--- config.mk ---
export PLATFORM = sky130hd
export DESIGN_NAME = scan_chain_wrap
export DESIGN_NICKNAME = d
export VERILOG_FILES = /design/src/rtl/scan_pkg.sv /design/src/rtl/scan_ctrl.sv /design/src/rtl/scan_cells.sv /design/src/rtl/scan_pinmux.sv /design/src/rtl/scan_chain_wrap.sv
export SDC_FILE = /design/constraint.sdc
export NUM_CORES = 1
export LEC_CHECK = 0
export ABC_CLOCK_PERIOD_IN_PS = 3000
export BUFFER_PORTS_ARGS = -buffer_cell sky130_fd_sc_hd__buf_4
export CAP_MARGIN = 20
export CORE_AREA = 2 2 39 41
export DETAILED_ROUTE_END_ITERATION = 10
export DIE_AREA = 0 0 41 43
export MAX_ROUTING_LAYER = met4
export PLACE_DENSITY = 0.7
export SLEW_MARGIN = 20
export SYNTH_ARGS = -nofsm -noshare
export SYNTH_HDL_FRONTEND = slang
export SYNTH_SLANG_ARGS = --single-unit
--- constraint.sdc ---
create_clock -name clk -period 3 [get_ports clk]
set_input_delay 0.9 -clock clk [delete_from_list [all_inputs] [get_ports clk]]
set_output_delay 0.9 -clock clk [all_outputs]
set_load 0.05 [all_outputs]
--- src/rtl/scan_pkg.sv ---
package scan_pkg;

  typedef struct packed {
    logic clear;
    logic capture;
    logic shift;
  } cellStrobes_t;

  localparam int FIELD_W = 8;
  localparam int PACK_W  = 256;

  function automatic int packField(input logic [PACK_W-1:0] v, input int idx);
    return int'(v[idx*FIELD_W +: FIELD_W]);
  endfunction

  function automatic int packOffset(input logic [PACK_W-1:0] v, input int idx);
    int acc;
    acc = 0;
    for (int i = 0; i < idx; i++) acc += packField(v, i);
    return acc;
  endfunction

endpackage

--- src/rtl/scan_ctrl.sv ---
module scan_ctrl
  import scan_pkg::*;
(
  input  logic         syncRst,
  input  logic         testCtl,
  output cellStrobes_t strobes
);
  always_comb begin
    strobes.clear   = syncRst;
    strobes.capture = !syncRst && testCtl;
    strobes.shift   = !syncRst && !testCtl;
  end
endmodule

--- src/rtl/scan_cells.sv ---
module scan_cells
  import scan_pkg::*;
#(
  parameter int CHAINS = 3,
  parameter logic [CHAINS*8-1:0] LEN_PACK = 24'h010305,
  localparam int STATE_W = packOffset(PACK_W'(LEN_PACK), CHAINS)
) (
  input  logic               clk,
  input  cellStrobes_t       strobes,
  input  logic [STATE_W-1:0] nextState,
  input  logic [CHAINS-1:0]  scanIn,
  output logic [STATE_W-1:0] cellQ,
  output logic [CHAINS-1:0]  chainTail
);
  for (genvar c = 0; c < CHAINS; c++) begin : g_chain
    localparam int OFF = packOffset(PACK_W'(LEN_PACK), c);
    localparam int LEN = packField(PACK_W'(LEN_PACK), c);
    for (genvar k = 0; k < LEN; k++) begin : g_cell
      logic shiftSrc;
      logic q;
      if (k == 0) begin : g_head
        assign shiftSrc = scanIn[c];
      end else begin : g_body
        assign shiftSrc = cellQ[OFF+k-1];
      end
      always_ff @(posedge clk) begin
        if (strobes.clear)        q <= 1'b0;
        else if (strobes.capture) q <= nextState[OFF+k];
        else if (strobes.shift)   q <= shiftSrc;
      end
      assign cellQ[OFF+k] = q;
    end
    assign chainTail[c] = cellQ[OFF+LEN-1];
  end
endmodule

--- src/rtl/scan_pinmux.sv ---
module scan_pinmux #(
  parameter int CHAINS = 3
) (
  input  logic              testCtl,
  input  logic [CHAINS-1:0] pinIn,
  input  logic [CHAINS-1:0] coreOut,
  input  logic [CHAINS-1:0] chainTail,
  output logic [CHAINS-1:0] coreIn,
  output logic [CHAINS-1:0] scanIn,
  output logic [CHAINS-1:0] pinOut
);
  always_comb begin
    coreIn = testCtl ? pinIn : '0;
    scanIn = testCtl ? '0 : pinIn;
    pinOut = testCtl ? coreOut : chainTail;
  end
endmodule

--- src/rtl/scan_chain_wrap.sv ---
module scan_chain_wrap
  import scan_pkg::*;
#(
  parameter int CHAINS = 3,
  parameter logic [CHAINS*8-1:0] LEN_PACK = 24'h010305,
  localparam int STATE_W = packOffset(PACK_W'(LEN_PACK), CHAINS)
) (
  input  logic               clk,
  input  logic               syncRst,
  input  logic               testCtl,
  input  logic [STATE_W-1:0] nextState,
  output logic [STATE_W-1:0] presentState,
  input  logic [CHAINS-1:0]  pinIn,
  output logic [CHAINS-1:0]  coreIn,
  input  logic [CHAINS-1:0]  coreOut,
  output logic [CHAINS-1:0]  pinOut
);
  cellStrobes_t       strobes;
  logic [CHAINS-1:0]  scanIn;
  logic [CHAINS-1:0]  chainTail;

  scan_ctrl u_ctrl (
    .syncRst (syncRst),
    .testCtl (testCtl),
    .strobes (strobes)
  );

  scan_cells #(.CHAINS(CHAINS), .LEN_PACK(LEN_PACK)) u_cells (
    .clk       (clk),
    .strobes   (strobes),
    .nextState (nextState),
    .scanIn    (scanIn),
    .cellQ     (presentState),
    .chainTail (chainTail)
  );

  scan_pinmux #(.CHAINS(CHAINS)) u_pins (
    .testCtl   (testCtl),
    .pinIn     (pinIn),
    .coreOut   (coreOut),
    .chainTail (chainTail),
    .coreIn    (coreIn),
    .scanIn    (scanIn),
    .pinOut    (pinOut)
  );
endmodule

## After elaboration in Yosys (flattened, before gate mapping)

Cells that the tools add are included.

| word-level totals | value |
|---|---|
| output and inout port bits | 15 |
| logic and storage cells | 35 |
| flip-flop bits (word level) | 9 |
| input bits | 18 |

| operators by class | value |
|---|---|
| mux-type cells | 21 |
| reductions and logical operators | 5 |

Operator list:

| operator | count |
|---|---|
| 2-to-1 mux 1 bit | 18 |
| 2-to-1 mux 3 bit | 3 |
| logical AND 1 bit | 2 |
| logical NOT 1 bit | 2 |
| nonzero test 2 bit | 1 |

## Logic depth before layout (Yosys ltp)

Gate-level depths: netlist (run 1).

| depth | value |
|---|---|
| depth in word-level cells | 4 |
| gate-level depth with buffers | 4 |
| gate-level depth less buffers | 2 |

## Hierarchy

A second synthesis (run 1) with hierarchy kept.

| second synthesis, totals | value |
|---|---|
| cells, all modules | 65 |
| area total of the unflattened synthesis | 638.1 um2 |

By module, submodules not included:

| module | sequential area each (um2) | area an instance (um2) | instances | cells each |
|---|---|---|---|---|
| scan_cells | 180.2 | 508.0 | 1 | 52 |
| scan_pinmux | 0.0 | 105.1 | 1 | 10 |
| scan_ctrl | 0.0 | 25.0 | 1 | 3 |

## Worst setup path after synthesis (run 1)

Ideal clock, no wire load.

| timing path | value |
|---|---|
| kind | input-to-output |
| start | in testCtl |
| end | out pinOut[0] |
| buffers on the path | 1 |
| slack | 0.639 ns |
| stages | 2 |
| arrival time | 1.461 ns |
| required time | 2.100 ns |
| path through | buf_6 mux2_2 |

| on the way | value |
|---|---|
| longest elaborated chain between the ends | 1 |

Ends and longest elaborated chain:

| what | RTL line | text |
|---|---|---|
| start: declaration | scan_chain_wrap.sv:10 | `input logic testCtl,` |
| 2-to-1 mux 3 bit | scan_pinmux.sv:15 | `pinOut = testCtl ? coreOut : chainTail;` |
| end: declaration | scan_chain_wrap.sv:16 | `output logic [CHAINS-1:0] pinOut` |

No other way between the ends.

## Worst setup path after layout (run 1)

| timing path | value |
|---|---|
| start | in testCtl |
| end | out pinOut[1] |

The elaborated chain is that of the path after synthesis.

==> results of run 1 <==
## area by class of cell
cell class                 instances  area [um2]  share of cell area, %
timing repair buffer              32         240                   37.1
clock buffer                       4        26.3                   4.06
tap                               16        20.0                   3.09
sequential                         9         180                   27.9
multi-input combinational         24         180                   27.9
## logic make-up after synthesis
kind of cell	synth area share, %
multiplexers	26.8
buffers and inverters	22.2
AND/OR/NAND/NOR	12.2
flip-flops	38.9
## worst register-to-register path, stage by stage, from the launching register on
cell     delay, ns
dfxtp_1       0.31
mux2i_1       0.12
nor2_1        0.05
## through the flow
step / area (um2) / setup WS, ns
finish: 647 / 0.427
global route: 647 / 0.396
CTS: 647 / 0.413
detailed placement: 621 / 0.418
global placement: 621 / 0.442
floorplan: 463 / 0.639
## how the worst min path moves through the flow
| stage | to | cells past startpoint | startpoint |
|---|---|---|---|
| after floorplan | u_cells.g_chain[1].g_cell[1].q | 2 | u_cells.g_chain[1].g_cell[0].q |
| after global routing | u_cells.g_chain[1].g_cell[2].q | 2 | u_cells.g_chain[1].g_cell[1].q |
| after global placement | u_cells.g_chain[1].g_cell[2].q | 2 | u_cells.g_chain[1].g_cell[1].q |
| final | u_cells.g_chain[1].g_cell[2].q | 2 | u_cells.g_chain[1].g_cell[1].q |
| after detailed placement | u_cells.g_chain[1].g_cell[1].q | 2 | u_cells.g_chain[1].g_cell[0].q |
| after CTS | u_cells.g_chain[1].g_cell[2].q | 2 | u_cells.g_chain[1].g_cell[1].q |
## layout by cell type, fill, tap and decap left out, drive strengths merged
| cell type | n |
|---|---|
| and2 | 3 |
| buf | 32 |
| dfxtp | 9 |
| mux2 | 3 |
| clkbuf | 4 |
| mux2i | 9 |
| nor2 | 9 |
## power by group through the flow
stage	sequential [W]	combinational (W)	clock (W)
after floorplan	0.000133	0.0000831	0
after detailed placement	0.000133	0.000107	0
final	0.000131	0.000106	0.0000898
after global placement	0.000133	0.000105	0
after CTS	0.000131	0.000107	0.0000958
after global routing	0.000132	0.000113	0.000102
## layer usage
layer  track usage, %  part of all wire (%)
met5                -                     0
met2             16.9                    52
met1             14.1                    36
met4             8.00                     0
met3             3.14                    12
==> metrics.md, run 1 <==
| Metric | Value |
|---|---|
| Root Buffer | clkbuf_4 |
| DIE AREA | 1760 um2 |
| CTS buffer count | 3 |
| Sequential area share after synthesis | 38.9% |
| CP Cell Sequence | buf_4 > mux2_2 > buf_4 |
| Via Count | 360 |
| Post-CTS sizing | 0 |
| Yosys reg bits | 9 |
| CTS sink cnt | 9 |
| Layout cells sized above 1 | 59.4% |
| Setup crit end kind | output pin |
| Reg2Reg Depth | 2 |
| Routability cong. | 0.575 |
| Psw | 0.000106 W |
| Combinational Power Share | 32.4% |
| Biggest register | u_cells.g_chain.g_cell.q |
| First-pass GRT wire length | 1370 um |
| Post-CTS setup buffers | 0 |
| Biggest regs | u_cells.g_chain.g_cell.q x9 |
| DRC | 0 |
| Core box area | 1380 um2 |
| Setup Crit Path Kind | in -> out |
| Post-synth EDFFs | 0 |
| NumNets Final | 88 |
| Top cells by count, synth | 9 x buf_4, 9 x dfxtp_1, 9 x mux2i_1, 9 x nor2_1 |
| Max_cap viols | 0 |
| Detailed Route WL | 822 um |
| Internal | 0.000220 W |
| YS warnings | 0 |
| Max H-tree Level | 1 |
| Worst-margin pin slew | 0.207 ns |
| Final Hold Viols | 0 |
| Initial DRC Count | 0 |
| Worst R2R Setup Slack | 2.41 ns |
| Final Util | 46.7% |
| Synth cell types | 9 |
| Fin crit period | 2.57 ns |
| Area Overhead vs Synth | 39.7% |
| Worst setup SP type | input port |
| Clock Power Share | 27.5% |
| Clk_skew | 0.000164 ns |
| Die Width | 41 um |
| Total congestion overflow | 0 |
| Post-synth top flop | dfxtp_1 |
| Hold crit path type | reg -> reg |
| Diodes inserted | 0 |
| Data arrival time of the worst path | 1.67 ns |
| FFs w/ async S/R, synth | 0% |
| Crit path depth | 3 |
| Lkg Pwr | 0.342 nW |
| Port Buffers | 32 |
| Setup TNS | 0 ns |
| Critical path's top delay family | buffers and inverters |
| Max IR drop VDD | 184 uV |
| RSZ-0062 raised after global routing | false |
| Largest register FFs | 9 |
| CP max stage delay | 0.37 ns |
| Top-area cell type share of the netlist area | 38.9% |
| Vias per inst | 4.24 |
| Vert. Die Dim | 43 um |
| Syn Nets | 63 |
| Largest net degree at the start of global routing | 16 |
| Non-Filler Instances | 85 |
| Cells after Synth | 45 |
| Cell Area, Synth | 463 um2 |
| Switch share | 32.6% |
| Max Slew Vio Count | 0 |
| GRT Overall Usage | 11.9% |
| Reg2reg end | u_cells.g_chain[1].g_cell[1].q |
| Starting density of the core | 33.5% |
| Power, Total | 0.000326 W |
| Hold buffer count at cts | 0 |
| WP buf/inv | 2 |
| I/O pins | 33 |
| Antenna violations before repair | 0 |
| Hold slack | 0.493 ns |
| DR pass1 iterations | 1 |
| Req. time, crit path | 2.10 ns |
| Area contributors post-synth | dfxtp_1 39%, mux2i_1 19%, buf_4 15% |
| Worst Setup EP | pinOut[1] |
| Crit path top cell by count | buf_4 |
| Yosys top cell by area | dfxtp_1 |
| Worst setup startpoint | testCtl |
| Avg Inst Size Synth | 10.3 um2 |
| Worst-skew pair later-pin latency | 0.25 ns |
| Fillcell total | 145 |
| Maximum operating frequency | 0.389 GHz |
| Power Density | 504 nW/um2 |
| Vias in the first global route | 339 |
| Placed cells | 81 |
| WL/cell | 9.67 um |
| Clock Path Buffers | 2 |
| Final period util | 85.8% |
| TritonCTS clock tree | built |
| RR Startpoint | u_cells.g_chain[1].g_cell[0].q |
| Critical Path Fanout Max | 15 |
| Critical path's slowest cell | mux2_2 |
| Remaining antenna violation count after routing | 0 |
| Max_slew headroom | 86.2% |
| Site Rows | 14 |
| Seq pwr share | 40.1% |
| Finish-stage setup viols | 0 |
| Status | finished, final reports clean |
| Clk pin slew, worst setup/hold paths | 0.06 ns |
No activity file was read; power rests on OpenSTA's default activity.
==> inputs of run 2 (changes only) <==
--- a/config.mk
+++ b/config.mk
@@ -8,11 +8,13 @@
 export ABC_CLOCK_PERIOD_IN_PS = 3000
 export BUFFER_PORTS_ARGS = -buffer_cell sky130_fd_sc_hd__buf_4
 export CAP_MARGIN = 20
-export CORE_AREA = 2 2 39 41
+export CELL_PAD_IN_SITES_DETAIL_PLACEMENT = 0
+export CELL_PAD_IN_SITES_GLOBAL_PLACEMENT = 1
+export CORE_ASPECT_RATIO = 1.1
+export CORE_UTILIZATION = 28
 export DETAILED_ROUTE_END_ITERATION = 10
-export DIE_AREA = 0 0 41 43
 export MAX_ROUTING_LAYER = met4
-export PLACE_DENSITY = 0.7
+export PLACE_DENSITY_LB_ADDON = 0.1
 export SLEW_MARGIN = 20
 export SYNTH_ARGS = -nofsm -noshare
 export SYNTH_HDL_FRONTEND = slang
==> metrics.md, run 2 (synthesized netlist as in run 1, its figures left out) <==
| Metric | Value |
|---|---|
| Setup Crit Path Kind | in -> out |
| Switch share | 32.8% (+0.22 points) |
| DR pass1 iterations | 2 (+1) |
| Setup TNS | 0 ns (unchanged) |
| Clk pin slew, worst setup/hold paths | 0.06 ns (about the same) |
| Non-Filler Instances | 86 (+1.2%) |
| CTS sink cnt | 9 (unchanged) |
| DRC | 0 (unchanged) |
| Biggest regs | u_cells.g_chain.g_cell.q x9 |
| Core box area | 1560 um2 (+13%) |
| Port Buffers | 32 (unchanged) |
| Starting density of the core | 29.7% (-3.7 points) |
| Clk_skew | 0.000530 ns (+0.000366 ns) |
| Hold crit path type | reg -> reg |
| WL/cell | 9.27 um (-4.2%) |
| Clock Power Share | 27.9% (+0.4 points) |
| Power, Total | 0.000327 W (+0.35%) |
| NumNets Final | 88 (unchanged) |
| Via Count | 355 (-1.4%) |
| Psw | 0.000108 W (+1.0%) |
| Worst-margin pin slew | 0.203 ns (-0.00361 ns) |
| Met2 wire len | 378 um (-12%) |
| Total congestion overflow | 0 (unchanged) |
| Met1 wire length | 336 um (+14%) |
| DIE AREA | 1820 um2 (+3.2%) |
| Top sig layer | met3 |
| Root Buffer | clkbuf_4 |
| Seq pwr share | 39.9% (-0.2 points) |
| Combinational Power Share | 32.2% (-0.2 points) |
| Data arrival time of the worst path | 1.66 ns (about the same) |
| Diodes inserted | 0 (unchanged) |
| Status | finished, final reports clean |
| Hold buffer count at cts | 0 (unchanged) |
| Placed cells | 82 (+1.2%) |
| Final Hold Viols | 0 (unchanged) |
| Largest net degree at the start of global routing | 16 (unchanged) |
| GRT Overall Usage | 10.6% (-1.3 points) |
| Post-CTS setup buffers | 0 (unchanged) |
| Worst Slack Setup Final | 0.442 ns (+0.0157 ns) |
| Critical Path Fanout Max | 15 (unchanged) |
| RSZ-0062 raised after global routing | false |
| Max IR drop VDD | 191 uV (+3.9%) |
| Vias per inst | 4.13 (-2.5%) |
| Routability cong. | 0.542 (-5.9%) |
| Most common cell after layout, fill and taps aside | buf_4 |
| Site Rows | 15 (+1) |
| Die Width | 40.8 um (-0.56%) |
| Post-CTS sizing | 0 (unchanged) |
| Worst-skew pair later-pin latency | 0.25 ns (about the same) |
| Max Slew Vio Count | 0 (unchanged) |
| Area Overhead vs Synth | 40.0% |
| Antenna violations before repair | 0 (unchanged) |
| CTS buffer count | 3 (unchanged) |
| First-pass GRT wire length | 1240 um (-9.5%) |
| Largest register FFs | 9 (unchanged) |
| Initial DRC Count | 3 (+3) |
| Vias in the first global route | 313 (-7.7%) |
| Layout cells sized above 1 | 59.4% (unchanged) |
| Max_cap viols | 0 (unchanged) |
| Biggest register | u_cells.g_chain.g_cell.q |
| Power Density | 505 nW/um2 (+0.16%) |
| Worst setup SP type | input port |
| Dpl ws | 0.434 ns (+0.0156 ns) |
| Maximum operating frequency | 0.391 GHz (+0.61%) |
| Lkg Pwr | 0.342 nW (unchanged) |
| Clock Path Buffers | 2 (unchanged) |
| Internal | 0.000220 W (about the same) |
| Finish-stage setup viols | 0 (unchanged) |
| Max_slew headroom | 86.4% (+0.24 points) |
| Hold slack | 0.490 ns (-0.00290 ns) |
| Req. time, crit path | 2.10 ns (about the same) |
| TritonCTS clock tree | built |
| Detailed Route WL | 797 um (-3.0%) |
| I/O pins | 33 (unchanged) |
| Commonest cells after routing, fill and taps aside | 32 x buf_4, 9 x mux2i_1, 9 x nor2_1, 9 x dfxtp_1 |
| Remaining antenna violation count after routing | 0 (unchanged) |
| Vert. Die Dim | 44.6 um (+3.8%) |
| Final HPWL DP | 614 um |
| Met3 WL | 82 um (-16%) |
| Fin crit period | 2.56 ns (-0.0157 ns) |
| Setup crit end kind | output pin |
| Final period util | 85.3% (-0.52 points) |
| Max H-tree Level | 1 (unchanged) |
run 2: cell counts in the layout (fill, tap and decap cells not counted):
Identical to the previous run, type by type.
run 2: power by group through the flow:
stage / Clock, W / Combinational, W / Sequential [W]
floorplan: 0 / 0.0000831 / 0.000133
global placement: 0 / 0.000106 / 0.000134
detailed placement: 0 / 0.000106 / 0.000134
CTS: 0.0000965 / 0.000106 / 0.000131
global route: 0.000101 / 0.000112 / 0.000131
finish: 0.0000912 / 0.000105 / 0.000131
run 2: per-layer routing:
layer	global-route usage [%]	up-vias
met5	-	-
met4	6.00	0
met3	3.02	0
met2	15.6	21
met1	12.7	149
li1	-	185
run 2: layout make-up:
class	instances	area [um2]
timing repair buffer	32	240
multi-input combinational	24	180
fill	179	910
clock buffer	4	26.3
sequential	9	180
tap	17	21.3
run 2: final timing paths:
path         cells past startpoint  slack [ns]                            from                             end
max reg2reg                      2        2.40  u_cells.g_chain[1].g_cell[0].q  u_cells.g_chain[1].g_cell[1].q
min                              2        0.49  u_cells.g_chain[0].g_cell[0].q  u_cells.g_chain[0].g_cell[1].q
max                              3        0.44                         testCtl                       pinOut[2]
min reg2reg                      2        0.49  u_cells.g_chain[0].g_cell[0].q  u_cells.g_chain[0].g_cell[1].q
run 2: critical path: stages:
cell    delay [ns]
buf_4         0.21
mux2_2        0.36
buf_4         0.19
run 2: per-stage QoR:
step	instance area [um2]	utilization, %
6_report	648	41.6
5_1_grt	648	41.6
4_1_cts	648	41.6
3_5_place_dp	622	39.9
3_3_place_gp	622	39.9
2_1_floorplan	463	-
==> inputs of run 3 (changes only) <==
--- a/config.mk
+++ b/config.mk
@@ -5,13 +5,14 @@
 export SDC_FILE = /design/constraint.sdc
 export NUM_CORES = 1
 export LEC_CHECK = 0
-export ABC_CLOCK_PERIOD_IN_PS = 3000
+export ABC_CLOCK_PERIOD_IN_PS = 2200
 export BUFFER_PORTS_ARGS = -buffer_cell sky130_fd_sc_hd__buf_4
 export CAP_MARGIN = 20
 export CELL_PAD_IN_SITES_DETAIL_PLACEMENT = 0
 export CELL_PAD_IN_SITES_GLOBAL_PLACEMENT = 1
 export CORE_ASPECT_RATIO = 1.1
-export CORE_UTILIZATION = 28
+export CORE_UTILIZATION = 25
+export CTS_BUF_LIST = sky130_fd_sc_hd__clkbuf_4
 export DETAILED_ROUTE_END_ITERATION = 10
 export MAX_ROUTING_LAYER = met4
 export PLACE_DENSITY_LB_ADDON = 0.1
==> constraint.sdc (replaced) <==
create_clock -name clk -period 2.2 [get_ports clk]
set_input_delay 0.66 -clock clk [delete_from_list [all_inputs] [get_ports clk]]
set_output_delay 0.66 -clock clk [all_outputs]
set_load 0.05 [all_outputs]
==> metrics.md, run 3 (synthesized netlist as in run 1, its figures left out) <==
| Metric | Value |
|---|---|
| Status | finished, final reports clean |
| Maximum operating frequency | 0.494 GHz |
| Area Overhead vs Synth | 42.4% |
| Lkg Pwr | 0.350 nW (+2.4%) |
| Clock Path Buffers | 2 (unchanged) |
| Antenna violations before repair | 0 (unchanged) |
| Setup Crit Path Kind | in -> out |
| Data arrival time of the worst path | 1.36 ns (-0.30 ns) |
| Largest register FFs | 9 (unchanged) |
| Worst-margin pin slew | 0.135 ns (-0.0684 ns) |
| Final Cell Area | 659 um2 (+1.7%) |
| Critical Path Fanout Max | 11 (-4) |
| Core box area | 1650 um2 (+6.0%) |
| NumNets Final | 89 (+1.1%) |
| Req. time, crit path | 1.54 ns (-0.56 ns) |
| Initial DRC Count | 0 (-3) |
| Port Buffers | 32 (unchanged) |
| Post-CTS setup buffers | 0 (unchanged) |
| Site Rows | 15 (unchanged) |
| Biggest register | u_cells.g_chain.g_cell.q |
| RSZ-0062 raised after global routing | false |
| Dpl ws | 0.173 ns (-0.261 ns) |
| Vias in the first global route | 324 (+3.5%) |
| Final Hold Viols | 0 (unchanged) |
| Final period util | 92.0% |
| Vert. Die Dim | 47.1 um (+5.6%) |
| Most common cell after layout, fill and taps aside | buf_4 |
| TritonCTS clock tree | built |
| Remaining antenna violation count after routing | 0 (unchanged) |
| Diodes inserted | 0 (unchanged) |
| Max Slew Vio Count | 0 (unchanged) |
| Worst Slack Setup Final | 0.175 ns (-0.267 ns) |
| DIE AREA | 2030 um2 (+11%) |
| Fin crit period | 2.02 ns |
| Fillcell total | 175 (-2.2%) |
| Setup crit end kind | output pin |
| WL/cell | 9.59 um (+3.4%) |
| Total congestion overflow | 0 (unchanged) |
| Via Count | 368 (+3.7%) |
| Power Density | 696 nW/um2 (+38%) |
| CTS buffer count | 3 (unchanged) |
| Biggest regs | u_cells.g_chain.g_cell.q x9 |
| Worst-skew pair later-pin latency | 0.25 ns (about the same) |
| Root Buffer | clkbuf_4 |
| Placed Area | 629 um2 (+1.2%) |
| Routability cong. | 0.573 (+5.7%) |
| First-pass GRT wire length | 1170 um (-6.1%) |
| Post-CTS sizing | 0 (unchanged) |
| Detailed Route WL | 834 um (+4.6%) |
| Setup TNS | 0 ns (unchanged) |
| Max IR drop VDD | 315 uV (+65%) |
| Starting density of the core | 28.0% (-1.7 points) |
| CTS sink cnt | 9 (unchanged) |
| Max H-tree Level | 1 (unchanged) |
| Final HPWL DP | 662 um (+7.9%) |
| Hold crit path type | reg -> reg |
| Finish-stage setup viols | 0 (unchanged) |
| Vias per inst | 4.23 (+2.5%) |
| Clk pin slew, worst setup/hold paths | 0.06 ns (about the same) |
| DR pass1 iterations | 1 (-1) |
| GRT Overall Usage | 8.00% (-2.6 points) |
| I/O pins | 33 (unchanged) |
| Max_cap viols | 0 (unchanged) |
| Die Width | 43.0 um (+5.5%) |
| Hold buffer count at cts | 0 (unchanged) |
| Largest net degree at the start of global routing | 12 (-4) |
| Max_slew headroom | 90.7% (+4.3 points) |
| DRC | 0 (unchanged) |
| Layout cells sized above 1 | 61.4% (+2.0 points) |
| Commonest cells after routing, fill and taps aside | 33 x buf_4, 9 x mux2i_1, 9 x nor2_1, 9 x dfxtp_1, 4 x clkbuf_4 |
| Worst setup SP type | input port |
| Clk_skew | 0.000238 ns (-0.000292 ns) |
[run 3: cell count changes in the layout (fill, tap and decap cells not counted)]
| cell | change |
|---|---|
| buf_4 | +1 |
| clkbuf_1 | -1 |
| clkbuf_4 | +1 |
[run 3: path summary, 6_finish.rpt]
path | cells after the start | end | start | slack [ns]
max reg2reg | 2 | u_cells.g_chain[0].g_cell[3].q | u_cells.g_chain[0].g_cell[2].q | 1.61
min reg2reg | 2 | u_cells.g_chain[0].g_cell[4].q | u_cells.g_chain[0].g_cell[3].q | 0.49
max | 3 | pinOut[1] | testCtl | 0.18
min | 2 | u_cells.g_chain[0].g_cell[4].q | u_cells.g_chain[0].g_cell[3].q | 0.49
[run 3: worst max-delay path, cell delays in order]
cell	delay (ns)
buf_4	0.17
mux2_2	0.35
buf_4	0.19
[run 3: final cells by class]
class | count | area, um2 | area share, %
clock buffer | 4 | 30.0 | 4.55
multi-input combinational | 24 | 180 | 27.3
sequential | 9 | 180 | 27.3
tap | 17 | 21.3 | 3.23
timing repair buffer | 33 | 248 | 37.6
[run 3: report_power, final]
group          switching (W)  total (W)  leakage [nW]  internal [W]
combinational      0.0000875   0.000145         0.257     0.0000578
clock              0.0000536   0.000136        0.0184     0.0000820
sequential        0.00000481   0.000178        0.0746      0.000174
total               0.000146   0.000459         0.350      0.000313
[run 3: layer usage]
metal | vias to the layer above | share of wire, % | track usage, %
li1 | 187 | - | -
met1 | 160 | 40 | 8.80
met2 | 21 | 49 | 13.6
met3 | 0 | 11 | 2.31
met4 | 0 | 0 | 3.64
met5 | - | 0 | -
[run 3: metrics by stage]
step	std cells	hold WS (ns)	util, %	power (W)
floorplan	45	0.462	-	0.000294
global placement	83	0.479	38.1	0.000329
detailed placement	83	0.486	38.1	0.000329
CTS	87	0.502	39.9	0.000468
global route	87	0.521	39.9	0.000479
finish	87	0.494	39.9	0.000459
